$ cat config.mk
export PLATFORM = sky130hd
export DESIGN_NAME = dch_prio_arbiter
export DESIGN_NICKNAME = d
export VERILOG_FILES = /design/src/rtl/dch_arb_pkg.sv /design/src/rtl/dch_run_counter.sv /design/src/rtl/dch_arb_fsm.sv /design/src/rtl/dch_echo_ctrl.sv /design/src/rtl/dch_prio_arbiter.sv
export SDC_FILE = /design/constraint.sdc
export NUM_CORES = 1
export LEC_CHECK = 0
export BUFFER_PORTS_ARGS = -buffer_cell sky130_fd_sc_hd__buf_2
export CAP_MARGIN = 20
export CORE_AREA = 2 2 39 41
export CTS_BUF_LIST = sky130_fd_sc_hd__clkbuf_2
export DETAILED_ROUTE_END_ITERATION = 8
export DIE_AREA = 0 0 41 43
export PLACE_DENSITY = 0.54
export SLEW_MARGIN = 30
export SYNTH_ARGS = -nofsm -noshare
export SYNTH_HDL_FRONTEND = slang
export SYNTH_HIERARCHICAL = 1
export SYNTH_SLANG_ARGS = --single-unit
$ cat constraint.sdc
create_clock -name clk -period 1.5 [get_ports clk]
set_clock_uncertainty 0.05 [all_clocks]
set_input_delay 0.075 -clock clk [delete_from_list [all_inputs] [get_ports clk]]
set_output_delay 0.075 -clock clk [all_outputs]
set_load 0.05 [all_outputs]
$ cat src/rtl/dch_arb_pkg.sv
package dch_arb_pkg;

    // Arbitration machine states
    typedef enum logic [1:0] {
        ARB_LISTEN = 2'd0,
        ARB_OWNED  = 2'd1,
        ARB_HALTED = 2'd2
    } arb_state_e;

endpackage

$ cat src/rtl/dch_run_counter.sv
module dch_run_counter #(
    parameter int THR_LO = 8,
    parameter int THR_HI = 10,
    parameter int CNT_W  = $clog2(THR_HI + 1)
) (
    input  logic             clk,
    input  logic             rst,
    input  logic             hold_clr,
    input  logic             bit_valid,
    input  logic             up_bit,
    input  logic             prio_ten,
    output logic [CNT_W-1:0] run_len,
    output logic             run_done
);

    localparam logic [CNT_W-1:0] LIM_LO = CNT_W'(THR_LO);
    localparam logic [CNT_W-1:0] LIM_HI = CNT_W'(THR_HI);

    logic [CNT_W-1:0] cnt_q;
    logic [CNT_W-1:0] cnt_d;
    logic [CNT_W-1:0] limit;

    always_comb begin
        limit = prio_ten ? LIM_HI : LIM_LO;
    end

    // Next count: cleared outside listening, reset by zeros, saturating on ones
    always_comb begin
        cnt_d = cnt_q;
        if (hold_clr) begin
            cnt_d = '0;
        end else if (bit_valid) begin
            if (!up_bit) begin
                cnt_d = '0;
            end else if (cnt_q < limit) begin
                cnt_d = cnt_q + 1'b1;
            end
        end
    end

    always_ff @(posedge clk) begin
        if (rst) begin
            cnt_q <= '0;
        end else begin
            cnt_q <= cnt_d;
        end
    end

    assign run_len  = cnt_q;
    assign run_done = (cnt_q >= limit);

    // no strobe, no clear -> count holds
    p_strobe_only_r1: assert property (@(posedge clk) disable iff (rst)
        (!bit_valid && !hold_clr) |=> $stable(cnt_q));

    // strobed zero clears the count
    p_zero_clears_r2: assert property (@(posedge clk) disable iff (rst)
        (bit_valid && !up_bit) |=> (cnt_q == '0));

    // a full run does not advance further
    p_saturate_r3: assert property (@(posedge clk) disable iff (rst)
        (!hold_clr && bit_valid && up_bit && (cnt_q >= limit)) |=> $stable(cnt_q));

endmodule

$ cat src/rtl/dch_arb_fsm.sv
module dch_arb_fsm
    import dch_arb_pkg::*;
(
    input  logic       clk,
    input  logic       rst,
    input  logic       run_done,
    input  logic       req_n,
    input  logic       stop_n,
    output arb_state_e state,
    output logic       granted,
    output logic       hold_clr
);

    arb_state_e st_q;
    arb_state_e st_d;

    // State register
    always_ff @(posedge clk) begin
        if (rst) begin
            st_q <= ARB_LISTEN;
        end else begin
            st_q <= st_d;
        end
    end

    // Transitions
    always_comb begin
        st_d = st_q;
        unique case (st_q)
            ARB_LISTEN: begin
                if (!stop_n) begin
                    st_d = ARB_HALTED;
                end else if (run_done && !req_n) begin
                    st_d = ARB_OWNED;
                end
            end
            ARB_OWNED: begin
                if (!stop_n) begin
                    st_d = ARB_HALTED;
                end else if (req_n) begin
                    st_d = ARB_LISTEN;
                end
            end
            ARB_HALTED: begin
                if (stop_n) begin
                    st_d = ARB_LISTEN;
                end
            end
            default: st_d = ARB_LISTEN;
        endcase
    end

    // Outputs
    always_comb begin
        granted  = 1'b0;
        hold_clr = 1'b1;
        unique case (st_q)
            ARB_LISTEN: begin
                granted  = 1'b0;
                hold_clr = 1'b0;
            end
            ARB_OWNED: begin
                granted  = 1'b1;
                hold_clr = 1'b1;
            end
            ARB_HALTED: begin
                granted  = 1'b0;
                hold_clr = 1'b1;
            end
            default: begin
                granted  = 1'b0;
                hold_clr = 1'b1;
            end
        endcase
    end

    assign state = st_q;

    // a grant only starts from a complete run with a pending request
    p_grant_cause_r5: assert property (@(posedge clk) disable iff (rst)
        $rose(granted) |-> $past(run_done && !req_n && stop_n));

    // stop removes any grant at the next edge
    p_stop_blocks_r7: assert property (@(posedge clk) disable iff (rst)
        !stop_n |=> (!granted && state == ARB_HALTED));

endmodule

$ cat src/rtl/dch_echo_ctrl.sv
module dch_echo_ctrl (
    input  logic granted,
    input  logic line_bit,
    output logic echo_out
);

    // Invert the echo toward the line only while the local side owns the channel
    always_comb begin
        if (granted) begin
            echo_out = ~line_bit;
        end else begin
            echo_out = line_bit;
        end
    end

endmodule

$ cat src/rtl/dch_prio_arbiter.sv
module dch_prio_arbiter
    import dch_arb_pkg::*;
#(
    parameter int THR_LO = 8,
    parameter int THR_HI = 10,
    parameter int CNT_W  = $clog2(THR_HI + 1)
) (
    input  logic             clk,
    input  logic             rst,
    input  logic             bit_valid,
    input  logic             up_bit,
    input  logic             req_n,
    input  logic             stop_n,
    input  logic             prio_ten,
    input  logic             line_bit,
    output logic             granted,
    output logic             echo_out,
    output logic             run_done,
    output logic [CNT_W-1:0] run_len
);

    arb_state_e state;
    logic       hold_clr;

    dch_run_counter #(
        .THR_LO (THR_LO),
        .THR_HI (THR_HI),
        .CNT_W  (CNT_W)
    ) u_counter (
        .clk       (clk),
        .rst       (rst),
        .hold_clr  (hold_clr),
        .bit_valid (bit_valid),
        .up_bit    (up_bit),
        .prio_ten  (prio_ten),
        .run_len   (run_len),
        .run_done  (run_done)
    );

    dch_arb_fsm u_fsm (
        .clk      (clk),
        .rst      (rst),
        .run_done (run_done),
        .req_n    (req_n),
        .stop_n   (stop_n),
        .state    (state),
        .granted  (granted),
        .hold_clr (hold_clr)
    );

    dch_echo_ctrl u_echo (
        .granted  (granted),
        .line_bit (line_bit),
        .echo_out (echo_out)
    );

    // release drops the grant and restarts the count
    p_release_r8: assert property (@(posedge clk) disable iff (rst)
        (granted && req_n && stop_n) |=> (!granted && run_len == '0));

    // count is held at zero while stopped
    p_stop_count_r7: assert property (@(posedge clk) disable iff (rst)
        (!stop_n && state == ARB_HALTED) |=> (run_len == '0));

    // reset leaves the idle state
    p_reset_r9: assert property (@(posedge clk)
        rst |=> (!granted && run_len == '0 && state == ARB_LISTEN));

endmodule

==> out/metrics.csv <==
metric,value,unit
num_vias,322,
finalNonFillerCells,72,
cts.htree.levels,1,
pin_count,15,
maxCapViolCount,0,
critical_path_buf_inv_count,2,
path_max_fanout,2,
port_buffers,14,
die_h,43,µm
cts_tree,done,
swShare,0.2684,
diodes,0,
syn_nets,45,
layout_min_cycle_time,1.438,ns
gp_congestion,0.6178,
fp.dieW,41,µm
p_per_area,687.7,nW/µm²
clk_pin_slew,0.07,ns
multi_input_area,239.0,µm²
critical_path.top_delay_family,flip-flops,
synth_seq_area_share,0.3556,
fill_cells,150,
outcome,completed,
seqCellArea,123.9,µm²
utilization,0.3725,
holdPathStages,2,
r2r-start,u_counter/run_len[1],
clkSinkCount,6,
dieArea,1763,µm²
antenna_found_initial,0,
cts_buffers,3,
end_kind,output port,
critPathArrivalTime,1.31,ns
r2r_slack,0.12,ns
cp_slowest_cell,dfxtp_4,
wire_per_inst,9.611,µm
grt_max_degree,7,
dp_slack,0.2038,ns
grt_overflow,0,
grtUsageTotal,0.08165,
mostFrequentLayoutCells,"buf_2 (13), dfxtp_1 (5), clkbuf_2 (4)",
mostFrequentLayoutCell,buf_2,
drc,0,
seqPwrFrac,0.466,
initial_utilization,0.2441,
period_share,0.9589,
p_comb_frac,0.172,
timing.fmax,0.6953,GHz
vias_per_cell,4.472,
synth_compound_area_frac,0.2037,
ys_ff_latch,6,
p_sw,0.09514,mW
dp_hpwl,524.1,µm
peakVddDrop,182.2,µV
min-delay-start,rst,
hp-class,primary input to flip-flop,
syn_inst,35,
synthMuxAreaShare,0.05926,
maxSlewHeadroom,0.7858,
drt_pass1_iterations,2,
p_int,0.2594,mW
cp.depth,5,
power,0.3545,mW
yosys.area_share.simple,0.2593,
worstPathCellList,inv_2 -> ha_4 -> nor2b_4 -> o21a_2 -> buf_8,
wirelength,692,µm
clock_power_share,0.361,
synth_area,337.8,µm²
core-area,1384,µm²
synth_top_cell_area_share,0.3556,
final_nets,67,
avgSynthCellArea,9.652,µm²
leakagePower,0.2364,nW
crit_path_start,u_counter/run_len[1],
drtIter0Drc,8,
grt_pass1_vias,289,
drive_gt1_frac,0.5536,
ys.warnings.count,6,
root_buffer,clkbuf_2,
setup_violations,0,
clock_latency,0.21,ns
synth_top_family_by_area,simple AND/OR/NAND/NOR gates,
clk_path_buf_depth,2,
worstPathRequired,1.37,ns
synth-xor-area-share,0.02593,
row_count,14,
ys_types,21,
synthAdderAreaFrac,0.07407,
tightest_slew,0.3197,ns
worstSetupStartpointType,flip-flop,
r2r_cells,6,
grt_pass1_wl,972,µm
synthTopCellsByArea,"dfxtp_1 (36%), ha_1 (7.4%), mux2i_1 (5.9%)",
final_hold_viol_count,0,
worst-setup-path-type,flip-flop to output port,
fin_ws,0.06169,ns
placedCellCount,65,
ant_nets,0,
yosys.area.top_type,dfxtp_1,
slew_violations,0,
max_stage_delay,0.34,ns
rsz0062_at_grt,no,
area_delta_synth_final,52.59,%
-- synthesized netlist by cell type, drive strengths merged --
library cell,n
dfxtp,6
nand2,3
a31oi,2
ha,2
inv,2
mux2i,2
nand2b,2
nor2,2
o21a,2
o21ai,2
a2111oi,1
a211oi,1
a41oi,1
and2b,1
nand3,1
nand3b,1
nor2b,1
nor4b,1
or2,1
xor2,1
-- registers in the layout, indices dropped and copies added (netlist names) --
register           cells
u_counter/run_len      4
u_fsm/state            2
-- worst paths after layout --
| path | endpoint |
|---|---|
| setup / recovery | run_done |
| hold / removal | u_counter/run_len[2] |
| setup reg to reg | u_fsm/state[0] |
| hold reg to reg | u_fsm/state[1] |
-- power groups by stage --
stage	Sequential, mW	Clock, mW	Combinational (mW)
3_3_place_gp	0.169	0	0.0534
6_report	0.165	0.128	0.0611
2_1_floorplan	0.174	0	0.0270
4_1_cts	0.165	0.135	0.0564
5_1_grt	0.166	0.143	0.0654
3_5_place_dp	0.168	0	0.0533
-- cell families (layout without fill, tap and decap cells) --
| logic type | Yosys count | count (layout) |
|---|---|---|
| and+or+nand+nor | 13 | 13 |
| DFF | 6 | 6 |
| adders and majority gates | 2 | 2 |
| xor gates and xnor gates | 1 | 1 |
| buffers and inverters | 2 | 23 |
| muxes | 2 | 2 |
| AOI/OAI and AO/OA | 9 | 9 |
-- layout make-up --
cell class,instances,share of cell area
Sequential cell,6,0.2403
Inverter,2,0.01456
Clock buffer,4,0.03883
Timing Repair Buffer,17,0.2039
Multi-Input combinational cell,27,0.4636
Tap cell,16,0.03883
-- per-stage QoR --
step | hold WS (ns) | setup TNS [ns] | cell area (µm²)
final | 0.04227 | 0 | 515.5
after global routing | 0.03478 | 0 | 515.5
after CTS | 0.03453 | 0 | 488.0
after detailed placement | 0.2059 | 0 | 440.4
after global placement | 0.2095 | 0 | 440.4
after floorplan | 0.09776 | -0.04270 | 350.3
-- timing repair --
action,CTS,global route
resized for setup,3,4
pin swaps,0,2
endpoints found under the hold margin,1,0
hold buffers,1,0
setup buffers,1,1
endpoints found under the setup margin,1,1
-- routing by layer --
layer  part of all wire  vias to the layer above  track usage
met5                  0                        -            0
met4                  0                        0      0.06000
met1               0.43                      144      0.07818
met3              0.040                        0      0.01571
li1                   -                      170            -
met2               0.53                        8       0.1406
Note: power is estimated with default switching activity, not from simulation.
